`config.mk`:
```
export PLATFORM = sky130hd
export DESIGN_NAME = spi_clk_prescaler
export DESIGN_NICKNAME = d
export VERILOG_FILES = /design/src/rtl/spi_prescale_pkg.sv /design/src/rtl/psc_decode.sv /design/src/rtl/psc_field_track.sv /design/src/rtl/psc_phase_ctr.sv /design/src/rtl/spi_clk_prescaler.sv
export SDC_FILE = /design/constraint.sdc
export NUM_CORES = 1
export LEC_CHECK = 0
export ABC_CLOCK_PERIOD_IN_PS = 3500
export BUFFER_PORTS_ARGS = -buffer_cell sky130_fd_sc_hd__buf_2
export CAP_MARGIN = 20
export CORE_UTILIZATION = 48
export CTS_BUF_LIST = sky130_fd_sc_hd__clkbuf_16
export DETAILED_ROUTE_END_ITERATION = 12
export PLACE_DENSITY = 0.66
export SYNTH_ARGS = -nofsm -noshare
export SYNTH_HDL_FRONTEND = slang
export SYNTH_SLANG_ARGS = --single-unit
```
`constraint.sdc`:
```
create_clock -name clk -period 3.5 [get_ports clk]
set_input_delay 0.35 -clock clk [delete_from_list [all_inputs] [get_ports clk]]
set_output_delay 0.35 -clock clk [all_outputs]
set_load 0.005 [all_outputs]
```
`src/rtl/spi_prescale_pkg.sv`:
```
package spi_prescale_pkg;

    localparam int FIELD_W = 8;
    localparam int DIV_W   = 11;
    localparam int MAX_DIV = 15 << 7;

    typedef enum logic {
        PSC_LEGACY   = 1'b0,
        PSC_EXTENDED = 1'b1
    } psc_fmt_e;

    typedef logic [FIELD_W-1:0] psc_field_t;
    typedef logic [DIV_W-1:0]   psc_div_t;

    typedef struct packed {
        logic [3:0] mant;
        logic [2:0] expo;
    } psc_ext_t;

    typedef struct packed {
        psc_div_t act;   // cycles after a leading edge
        psc_div_t rest;  // cycles after a trailing edge / idle
    } psc_half_t;

    typedef struct packed {
        logic tgl;
        logic lead;
        logic trail;
    } psc_edge_t;

    function automatic psc_field_t field_mask(psc_fmt_e fmt);
        return (fmt == PSC_EXTENDED) ? psc_field_t'(8'hDF) : psc_field_t'(8'h1F);
    endfunction

    function automatic psc_ext_t ext_unpack(psc_field_t f);
        psc_ext_t r;
        r.mant = f[3:0];
        r.expo = {f[7:6], f[4]};
        return r;
    endfunction

    function automatic psc_half_t split_half(psc_div_t d);
        psc_half_t h;
        h.act  = d >> 1;
        h.rest = (d >> 1) + psc_div_t'(d[0]);
        return h;
    endfunction

endpackage

```
`src/rtl/psc_decode.sv`:
```
module psc_decode
    import spi_prescale_pkg::*;
#(
    parameter psc_fmt_e FMT     = PSC_EXTENDED,
    parameter int       MIN_DIV = 4
) (
    input  psc_field_t field_i,
    output psc_div_t   div_o
);
    localparam psc_div_t MIN_D = psc_div_t'(MIN_DIV);

    psc_div_t raw;

    generate
        if (FMT == PSC_EXTENDED) begin : g_ext
            psc_ext_t ef;
            logic     unused_bit5;
            assign ef          = ext_unpack(field_i);
            assign unused_bit5 = field_i[5];
            assign raw         = psc_div_t'(ef.mant) << ef.expo;
        end else begin : g_leg
            logic [2:0] unused_hi;
            assign unused_hi = field_i[7:5];
            assign raw = field_i[4] ? psc_div_t'({field_i[3:0], 1'b0}) : '0;
        end
    endgenerate

    assign div_o = (raw < MIN_D) ? MIN_D : raw;

endmodule

```
`src/rtl/psc_field_track.sv`:
```
module psc_field_track
    import spi_prescale_pkg::*;
#(
    parameter psc_fmt_e FMT = PSC_EXTENDED
) (
    input  logic       clk,
    input  logic       rst,
    input  psc_field_t field_i,
    output logic       reload_o
);
    localparam psc_field_t MASK = field_mask(FMT);

    psc_field_t eff;
    psc_field_t prev_q;
    logic       prime_q;

    assign eff      = field_i & MASK;
    assign reload_o = prime_q | (eff != prev_q);

    always_ff @(posedge clk) begin
        if (rst) begin
            prev_q  <= '0;
            prime_q <= 1'b1;
        end else begin
            prev_q  <= eff;
            prime_q <= 1'b0;
        end
    end

    // the reload marker is absent once the field has been stable for a cycle
    p_reload_settles_r8: assert property (@(posedge clk) disable iff (rst)
        ($stable(field_i) && !$past(rst)) |-> !reload_o);

endmodule

```
`src/rtl/psc_phase_ctr.sv`:
```
module psc_phase_ctr
    import spi_prescale_pkg::*;
(
    input  logic      clk,
    input  logic      rst,
    input  logic      run_i,
    input  logic      reload_i,
    input  psc_half_t half_i,
    output psc_edge_t edge_o
);
    psc_div_t cnt_q;
    logic     act_q;   // 1 while in the phase that follows a leading edge

    always_ff @(posedge clk) begin
        if (rst) begin
            cnt_q  <= '0;
            act_q  <= 1'b0;
            edge_o <= '0;
        end else begin
            edge_o <= '0;
            if (!run_i) begin
                act_q <= 1'b0;
                cnt_q <= half_i.rest - 1'b1;
            end else if (reload_i) begin
                cnt_q <= (act_q ? half_i.act : half_i.rest) - 1'b1;
            end else if (cnt_q == '0) begin
                act_q        <= !act_q;
                edge_o.tgl   <= 1'b1;
                edge_o.lead  <= !act_q;
                edge_o.trail <= act_q;
                cnt_q        <= (act_q ? half_i.rest : half_i.act) - 1'b1;
            end else begin
                cnt_q <= cnt_q - 1'b1;
            end
        end
    end

    // Checker state: a lead has been seen without its trail yet
    logic open_q;
    always_ff @(posedge clk) begin
        if (rst || !run_i)   open_q <= 1'b0;
        else if (edge_o.lead)  open_q <= 1'b1;
        else if (edge_o.trail) open_q <= 1'b0;
    end

    p_idle_quiet_r2: assert property (@(posedge clk) disable iff (rst)
        !run_i |=> !edge_o.tgl);

    p_edge_excl_r7: assert property (@(posedge clk) disable iff (rst)
        !(edge_o.lead && edge_o.trail));

    p_lead_first_r7: assert property (@(posedge clk) disable iff (rst)
        edge_o.lead |-> !open_q);

    p_trail_after_lead_r7: assert property (@(posedge clk) disable iff (rst)
        edge_o.trail |-> open_q);

    p_cnt_bound_r6: assert property (@(posedge clk) disable iff (rst)
        !reload_i |-> (cnt_q < half_i.rest));

endmodule

```
`src/rtl/spi_clk_prescaler.sv`:
```
module spi_clk_prescaler
    import spi_prescale_pkg::*;
#(
    parameter psc_fmt_e FMT     = PSC_EXTENDED,
    parameter int       MIN_DIV = 4
) (
    input  logic       clk,
    input  logic       rst,
    input  logic       run_i,
    input  logic [7:0] prescale_i,
    output logic       sck_toggle_o,
    output logic       lead_edge_o,
    output logic       trail_edge_o
);
    localparam psc_div_t MIN_D = psc_div_t'(MIN_DIV);
    localparam psc_div_t MAX_D = psc_div_t'(MAX_DIV);

    psc_field_t field;
    psc_div_t   div;
    psc_half_t  half;
    logic       reload;
    psc_edge_t  edges;

    assign field = psc_field_t'(prescale_i);
    assign half  = split_half(div);

    psc_decode #(.FMT(FMT), .MIN_DIV(MIN_DIV)) u_decode (
        .field_i (field),
        .div_o   (div)
    );

    psc_field_track #(.FMT(FMT)) u_track (
        .clk      (clk),
        .rst      (rst),
        .field_i  (field),
        .reload_o (reload)
    );

    psc_phase_ctr u_ctr (
        .clk      (clk),
        .rst      (rst),
        .run_i    (run_i),
        .reload_i (reload),
        .half_i   (half),
        .edge_o   (edges)
    );

    assign sck_toggle_o = edges.tgl;
    assign lead_edge_o  = edges.lead;
    assign trail_edge_o = edges.trail;

    p_div_range_r5: assert property (@(posedge clk) disable iff (rst)
        (div >= MIN_D) && (div <= MAX_D));

    generate
        if (FMT == PSC_LEGACY) begin : g_leg_chk
            p_legacy_even_r4: assert property (@(posedge clk) disable iff (rst)
                (div != MIN_D) |-> !div[0]);
        end
    endgenerate

endmodule

```
==> results.yml, run 1 <==
clock_network:
  path_clk_slew_ps: 60
  postCtsHoldBufs: 0
  cts_root_buffer: "clkbuf_16"
  cts_setup_buffers: 0
  numCtsBuffers: 3
  clockBufferDepth: 2
  post_cts_resized: 0
  h-tree-depth: 1
  clock_latency_ps: 260
  cts_tree: "done"
  clock_sinks: 23
yosys:
  yosysTopAreaCell: "dfxtp_1"
  mappedNetlistArea_um2: 1710
  synth_area_leaders: "dfxtp_1, nor2_1, xnor2_1"
  syn_inst: 215
  async_reset_ff_frac: 0
  synth-edff-count: 0
  synth_top_cell_area_share: 0.269
  yosysWarnings: 0
  synth_fp_nets: 229
  synth_ff_type: "dfxtp_1"
  synth_seq_cells: 23
  syn_avg_cell_area_um2: 7.96
  synth_cell_type_count: 57
  ys_seq_area_frac: 0.269
finish:
  multi_input_area_um2: 1160
  utilization: 0.573
  seq_area_um2: 460
  antenna_cells: 0
  nNetsFinal: 244
  fillCellCount: 328
  syn2layout_area_growth_pct: 12.6
  drive_gt1_frac: 0.153
global_route:
  grt-ovfl-total: 0
  grt_usage: 0.257
  grt_max_degree: 25
  grt_pass1_wl_um: 7070
  antenna_found_initial: 0
  grt_pass1_vias: 1563
timing:
  fmax_ghz: 0.315
  hold_viol_final: 0
  fin_skew_ps: 4.72
  tightest_slew_ps: 910
  slew_headroom: 0.394
  rsz0062_at_grt: "false"
  fin_setup_tns_ps: 0
  slew_violations: 0
  setup_viol: 0
  period_share: 0.907
  period_needed_ps: 3170
worst_setup_path:
  worst-setup-path-type: "primary input to flip-flop"
  start_kind: "primary input"
  slowest_delay_ps: 340
  crit_chain: "buf_2 > nor3b_1 > a21o_1 > nor4_1 > ha_1 > ha_1 > nor4b_1 > nand3_1 > a211oi_1 > o32ai_1 > o221ai_1 > buf_4 > nor3_2 > a311oi_1 > a41o_1"
  crit_slowest_cell: "nor4_1"
  endpoint_kind: "flip-flop"
  crit_buf_inv: 2
  crit_fanout: 4
  worstPathArrival_ps: 3380
  crit_family: "compound AO/OA/AOI/OAI gates"
  crit_top_cell: "ha_1"
  worstSetupStartpoint: "prescale_i[6]"
  timing.rr.start: "u_ctr.cnt_q[2]$_SDFF_PP0_"
  cp_data_required_time_ps: 3700
drt:
  route.detailed.drc: 0
  drtIter0Drc: 124
  ant_nets: 0
  vias: 1756
  wl_um: 4370
  wire_per_inst_um: 15.9
  via_per_inst: 6.39
  dr.pass1.iters: 4
run_status:
  outcome: "complete, no violations"
power:
  p_per_area_nw_per_um2: 377
  leakage_nw: 0.774
  ir_drop_mv: 0.260
  p_total_mw: 0.726
run:
  max-cap-violations: 0
placement:
  routabilityCongestion: 0.926
  place_hpwl_um: 3370
  place.port_buffers: 12
floorplanning:
  initial_core_util: 0.509
  ios: 14
  die_h_um: 61.7
  rows: 21
  die_w_um: 61.7
  coreArea_um2: 3360
  die_area_um2: 3810
hold_path:
  hp-class: "primary input to flip-flop"
  min_from: "prescale_i[3]"
==> registers in the layout (all words and copies together) (netlist names) <==
name	cells
u_track.prime_q	1
u_ctr.cnt_q	11
u_ctr.act_q	1
u_track.prev_q	7
u_ctr.edge_o	3
==> layout by cell type, fill, tap and decap left out, types with 5 or more instances in the layout <==
cell / count
nand4_1: 6
nand3_1: 6
nor2b_1: 10
buf_4: 12
nor4_1: 9
buf_2: 12
nor3_1: 11
inv_1: 5
dfxtp_1: 23
nor2_1: 21
mux2i_1: 6
xnor2_1: 8
nand2_1: 12
xor2_1: 5
a21oi_1: 10
==> cell usage after synthesis, types with 4 or more instances <==
cell	instances
nor2b_1	10
xnor2_1	8
nor4_1	9
nand2_1	12
nor2_1	21
nand4_1	6
mux2i_1	6
nand3_1	6
and2_1	4
clkbuf_1	5
buf_2	7
xor2_1	5
nor3_1	11
a21o_1	4
inv_1	5
dfxtp_1	23
a21oi_1	10
==> cell type report <==
type,count,share of cell area
inverter,5,0.00974
clock inverter,1,0.00260
sequential,23,0.239
timing repair buffer,24,0.0779
tap,46,0.0299
clock buffer,3,0.0390
multi-input combinational,173,0.602
==> metrics by stage <==
step	worst slack (ps)	cell area (µm²)	hold slack [ps]	cells
floorplan	446	1710	378	215
global placement	161	1850	561	271
detailed placement	82.9	1850	589	271
CTS	338	1930	382	275
global route	27.3	1930	398	275
finish	327	1930	373	275
==> kinds of logic after synthesis <==
family	synth area share
and+or+nand+nor	0.316
xor gates and xnor gates	0.0665
muxes	0.0548
DFF	0.269
buffers and inverters	0.0534
AOI/OAI and AO/OA	0.219
adders and majority gates	0.0219
==> power breakdown <==
part / switching [mW] / internal, mW / total (mW)
combinational: 0.106 / 0.0751 / 0.181
sequential: 0.0123 / 0.281 / 0.293
clock: 0.0981 / 0.154 / 0.252
total: 0.216 / 0.510 / 0.726
==> worst paths after layout <==
check             cells past startpoint                           end  slack (ps)
hold reg to reg                       1    u_ctr.edge_o[1]$_SDFF_PP0_         600
setup / recovery                     15     u_ctr.cnt_q[8]$_SDFF_PP0_         330
hold / removal                        2  u_track.prev_q[3]$_SDFF_PP0_         370
setup reg to reg                      8    u_ctr.cnt_q[10]$_SDFF_PP0_         420
==> per-layer routing <==
metal | global-route usage | share of wire | up-vias | wire, µm
li1 | - | - | 835 | -
met1 | 0.339 | 0.44 | 814 | 1910
met2 | 0.382 | 0.45 | 88 | 1960
met3 | 0.0455 | 0.071 | 19 | 309
met4 | 0.171 | 0.044 | 0 | 191
met5 | 0 | 0 | - | 0
Note: power is estimated with default switching activity, not from simulation.
==> run 2: changes to the inputs <==
--- a/config.mk
+++ b/config.mk
@@ -8,10 +8,9 @@
 export ABC_CLOCK_PERIOD_IN_PS = 3500
 export BUFFER_PORTS_ARGS = -buffer_cell sky130_fd_sc_hd__buf_2
 export CAP_MARGIN = 20
-export CORE_UTILIZATION = 48
+export CORE_UTILIZATION = 40
 export CTS_BUF_LIST = sky130_fd_sc_hd__clkbuf_16
 export DETAILED_ROUTE_END_ITERATION = 12
-export PLACE_DENSITY = 0.66
 export SYNTH_ARGS = -nofsm -noshare
 export SYNTH_HDL_FRONTEND = slang
 export SYNTH_SLANG_ARGS = --single-unit
==> run 2 against run 1 <==
Flip-flop and latch count unchanged. Die area increased by 19%. Total power decreased by 1.0%. Critical path type unchanged. Critical endpoint unchanged. Largest cell class unchanged. Highest routed layer unchanged.
==> results.yml, run 2 (synthesized netlist as in run 1, its figures left out) <==
timing:
  hold_viol_final: 0
  period_needed_ps: 3020
  slew_violations: 0
  rsz0062_at_grt: "false"
  fin_skew_ps: 1.04
  period_share: 0.863
  hold-worst-slack_ps: 397
  setup_viol: 0
  fin_setup_tns_ps: 0
  slew_headroom: 0.343
  fmax_ghz: 0.331
  tightest_slew_ps: 985
clock_network:
  cts_tree: "done"
  clock_sinks: 23
  numCtsBuffers: 3
  clock_latency_ps: 260
  h-tree-depth: 1
  postCtsHoldBufs: 0
  path_clk_slew_ps: 60
  cts_root_buffer: "clkbuf_16"
  clockBufferDepth: 2
placement:
  place_area_um2: 1840
  place.port_buffers: 12
  place_hpwl_um: 3230
  routabilityCongestion: 0.887
finish:
  multi_input_area_um2: 1170
  utilization: 0.474
  design_area_um2: 1920
  nNetsFinal: 242
  fillCellCount: 407
  seq_area_um2: 460
  largestRegisters: "u_ctr.cnt_q x11, u_track.prev_q x7, u_ctr.edge_o x3"
  antenna_cells: 0
  syn2layout_area_growth_pct: 12.4
  layout_commonest_cell: "dfxtp_1"
  final_cell_mix: "dfxtp_1, nor2_1, nand2_1, buf_2, nor3_1"
  largest_reg_flops: 11
  regMostFlops: "u_ctr.cnt_q"
  drive_gt1_frac: 0.150
global_route:
  grt_pass1_wl_um: 7360
  grt_max_degree: 25
  grt_pass1_vias: 1604
  grt_usage: 0.214
  antenna_found_initial: 0
  grt-ovfl-total: 0
floorplanning:
  die_w_um: 67.4
  ios: 14
  die_h_um: 67.4
  initial_core_util: 0.422
  rows: 23
  die_area_um2: 4540
  coreArea_um2: 4060
drt:
  drtIter0Drc: 87
  via_per_inst: 6.05
  wire_per_inst_um: 15.5
  dr.pass1.iters: 4
  route.detailed.drc: 0
  vias: 1675
  wl_um: 4300
  ant_nets: 0
hold_path:
  min_path_cells: 2
  min_from: "prescale_i[4]"
  hp-class: "primary input to flip-flop"
  hold_path_end: "u_track.prev_q[4]$_SDFF_PP0_"
worst_setup_path:
  cp_data_required_time_ps: 3700
  rr_endpoint: "u_ctr.cnt_q[10]$_SDFF_PP0_"
  worst-r2r-setup-slack_ps: 530
  worstPathArrival_ps: 3220
  r2r.worst_path.cells: 8
  endpoint_kind: "flip-flop"
  crit_fanout: 9
  timing.rr.start: "u_ctr.cnt_q[2]$_SDFF_PP0_"
  worst-setup-path-type: "primary input to flip-flop"
  start_kind: "primary input"
power:
  internal_power_mw: 0.509
  p_per_area_nw_per_um2: 374
  pwr-share-comb: 0.249
  pwr-share-seq: 0.407
  p_total_mw: 0.719
  p_clk_frac: 0.343
  ir_drop_mv: 0.288
  leakage_nw: 0.766
  power.switching_mw: 0.209
  power.share.switching: 0.291
run_status:
  outcome: "complete, no violations"
run:
  max-cap-violations: 0
-- run 2: cell types whose count changed in the layout (fill, tap and decap cells not counted) --
cell / previous run / this run
buf_4: 12 / 10
o221ai_1: 1 / 0
o221ai_2: 0 / 1
-- run 2: how the worst max path moves through the flow --
stage             startpoint                         to  slack [ps]
3_3_place_gp   prescale_i[1]  u_ctr.cnt_q[6]$_SDFF_PP0_          50
4_1_cts        prescale_i[1]  u_ctr.cnt_q[8]$_SDFF_PP0_         360
2_1_floorplan  prescale_i[6]  u_ctr.cnt_q[6]$_SDFF_PP0_         450
5_1_grt        prescale_i[1]  u_ctr.cnt_q[8]$_SDFF_PP0_          30
3_5_place_dp   prescale_i[1]  u_ctr.cnt_q[8]$_SDFF_PP0_         120
6_report       prescale_i[1]  u_ctr.cnt_q[8]$_SDFF_PP0_         480
-- run 2: metal layers --
layer,routed length (µm),up-vias,GRT usage
li1,-,831,-
met1,2120,795,0.296
met2,1930,39,0.338
met3,170,10,0.0389
met4,75,0,0.0585
met5,0,-,0
-- run 2: area by class of cell --
type | instances | area share
multi-input combinational | 173 | 0.606
timing repair buffer | 22 | 0.0703
inverter | 5 | 0.00976
clock buffer | 3 | 0.0390
clock inverter | 1 | 0.00260
tap | 50 | 0.0325
sequential | 23 | 0.239
-- run 2: power by group through the flow --
stage	Clock, mW	Sequential, mW	Combinational [mW]
floorplan	0	0.295	0.134
global placement	0	0.298	0.175
detailed placement	0	0.298	0.175
CTS	0.256	0.293	0.177
global route	0.268	0.294	0.200
finish	0.247	0.293	0.179
-- run 2: timing repair --
item | 4_1_cts | 5_1_grt
gates resized for setup | 0 | 1
setup endpoints to repair | 0 | 2
buffers inserted | 0 | 0
-- run 2: metrics by stage --
stage / std cells / worst slack (ps)
after global routing: 277 / 29.0
after detailed placement: 273 / 122
after CTS: 277 / 361
after floorplan: 215 / 446
final: 277 / 478
after global placement: 273 / 51.6
-- run 2: critical path, stage by stage --
cell and delay, ps:
buf_2 180, a2111oi_0 120, a21o_1 190, nor4_1 330
ha_1 250, ha_1 190, nor4b_1 250, nand3_1 110
a211oi_1 250, o32ai_1 160, o221ai_2 280, nor3_2 100
a311oi_1 340, a41o_1 120
==> run 3: changes to the inputs <==
--- a/config.mk
+++ b/config.mk
@@ -5,7 +5,7 @@
 export SDC_FILE = /design/constraint.sdc
 export NUM_CORES = 1
 export LEC_CHECK = 0
-export ABC_CLOCK_PERIOD_IN_PS = 3500
+export ABC_CLOCK_PERIOD_IN_PS = 2430
 export BUFFER_PORTS_ARGS = -buffer_cell sky130_fd_sc_hd__buf_2
 export CAP_MARGIN = 20
 export CORE_UTILIZATION = 40
==> constraint.sdc (replaced) <==
create_clock -name clk -period 2.43 [get_ports clk]
set_input_delay 0.243 -clock clk [delete_from_list [all_inputs] [get_ports clk]]
set_output_delay 0.243 -clock clk [all_outputs]
set_load 0.005 [all_outputs]
==> run 3 against run 2 <==
The flow now finishes with violations (negative setup slack). Non-clock buffer count up 62. Sequential power up 45%. Clock skew increased by 3.8 ps. Global-route usage rose by 3.5 points. Total power increased by 63%. Highest routed layer unchanged.
==> results.yml, run 3 (synthesized netlist as in run 1, its figures left out) <==
timing:
  fin_ws_ps: -242
  tightest_slew_ps: 436
  rsz0062_at_grt: "true"
  period_needed_ps: 2670
  period_share: 1.10
  fmax_ghz: 0.374
  slew_violations: 0
  setup_viol: 9
  slew_headroom: 0.707
  fin_setup_tns_ps: -1100
  fin_skew_ps: 4.81
  hold_viol_final: 0
worst_setup_path:
  worst-r2r-setup-slack_ps: -120
  r2r.worst_path.cells: 11
  worstPathArrival_ps: 2870
  rr_endpoint: "u_ctr.cnt_q[10]$_SDFF_PP0_"
  timing.rr.start: "u_track.prev_q[7]$_SDFF_PP0_"
  endpoint_kind: "flip-flop"
  start_kind: "primary input"
  worstSetupStartpoint: "prescale_i[6]"
  worst-setup-path-type: "primary input to flip-flop"
  cp_data_required_time_ps: 2630
  crit_fanout: 4
  critPathCapture: "u_ctr.cnt_q[10]$_SDFF_PP0_"
global_route:
  grt_pass1_wl_um: 8430
  grt_util_met3: 0.0439
  grt-busiest-layer: "met2"
  grt_usage: 0.249
  grt-ovfl-total: 0
  grt_pass1_vias: 1796
  use_met2: 0.409
  grt_max_degree: 25
  antenna_found_initial: 0
  grtUsageMet1: 0.339
finish:
  regMostFlops: "u_ctr.cnt_q"
  fillCellCount: 336
  largest_reg_flops: 11
  drive_gt1_frac: 0.391
  antenna_cells: 0
  syn2layout_area_growth_pct: 49.9
  layout_commonest_cell: "buf_4"
  largestRegisters: "u_ctr.cnt_q x11, u_track.prev_q x7, u_ctr.edge_o x3"
  final_cell_mix: "buf_4, dfxtp_1, nor2_1, nand2_1"
  nNetsFinal: 304
floorplanning:
  initial_core_util: 0.422
  die_h_um: 67.4
  die_w_um: 67.4
  die_area_um2: 4540
  rows: 23
  coreArea_um2: 4060
  ios: 14
placement:
  place_ws_ps: -538
  routabilityCongestion: 0.947
  place.port_buffers: 12
  place_hpwl_um: 3890
run_status:
  violations: "negative setup slack"
  outcome: "finished with violations"
clock_network:
  cts_root_buffer: "clkbuf_16"
  postCtsHoldBufs: 0
  cts_tree: "done"
  clock_latency_ps: 260
  clockBufferDepth: 2
  numCtsBuffers: 3
  h-tree-depth: 1
  path_clk_slew_ps: 60
  clock_sinks: 23
drt:
  via_per_inst: 5.65
  route.detailed.drc: 0
  vias: 1914
  ant_nets: 0
  wl_um: 5100
  dr.pass1.iters: 6
  wire_per_inst_um: 15.0
  drtIter0Drc: 196
power:
  p_per_area_nw_per_um2: 457
  leakage_nw: 1.10
  ir_drop_mv: 0.462
run:
  max-cap-violations: 0
hold_path:
  hp-class: "primary input to flip-flop"
run 3: per-stage QoR:
step                 util  instance area, µm²  std cells  hold WS [ps]  power (mW)
floorplan               -                1800        215           271       0.633
global placement    0.576                2340        332           558       0.780
detailed placement  0.576                2340        332           567       0.783
CTS                 0.622                2520        339           316        1.17
global route        0.632                2560        339           321        1.24
finish              0.632                2560        339           314        1.17
run 3: worst min-delay path by stage:
stage / cells after the start / startpoint / endpoint
5_1_grt: 3 / prescale_i[6] / u_track.prev_q[6]$_SDFF_PP0_
2_1_floorplan: 0 / rst / u_track.prime_q$_DFF_P_
6_report: 3 / prescale_i[6] / u_track.prev_q[6]$_SDFF_PP0_
3_5_place_dp: 2 / u_ctr.cnt_q[0]$_SDFF_PP0_ / u_ctr.cnt_q[0]$_SDFF_PP0_
4_1_cts: 3 / prescale_i[6] / u_track.prev_q[6]$_SDFF_PP0_
3_3_place_gp: 2 / u_ctr.cnt_q[0]$_SDFF_PP0_ / u_ctr.cnt_q[0]$_SDFF_PP0_
run 3: area by class of cell:
class                           instances  area (µm²)  area share
Multi-Input combinational cell        173        1310       0.511
Timing Repair Buffer                   84         634       0.247
Sequential cell                        23         460       0.180
Clock buffer                            3        75.1      0.0293
Tap cell                               50        62.6      0.0244
Inverter                                5        18.8     0.00732
Clock inverter                          1        3.75     0.00146
run 3: critical path: stages:
cell and delay (ps):
buf_8 100, nor3b_2 150, a21o_1 220, nor4_4 290, ha_2 250, ha_4 140
nor4b_4 170, nand3_1 130, a211oi_2 230, o32ai_2 120, o221ai_2 230, buf_4 180
nor3_4 50, a31o_1 240, a21oi_2 120
run 3: report_power, final:
| group | switching, mW | internal, mW |
|---|---|---|
| Combinational | 0.191 | 0.202 |
| Clock | 0.136 | 0.220 |
| Sequential | 0.0189 | 0.405 |
| Total | 0.346 | 0.827 |
run 3: timing repair:
| item | in CTS | in global routing |
|---|---|---|
| gates resized for setup | 17 | 11 |
| pin swaps | 14 | 15 |
| buffers inserted | 4 | 0 |
| setup endpoints to repair | 9 | 9 |
run 3: per-layer routing:
| layer | vias up | part of all wire |
|---|---|---|
| li1 | 960 | - |
| met1 | 888 | 0.47 |
| met2 | 54 | 0.46 |
| met3 | 12 | 0.048 |
| met4 | 0 | 0.019 |
| met5 | - | 0 |
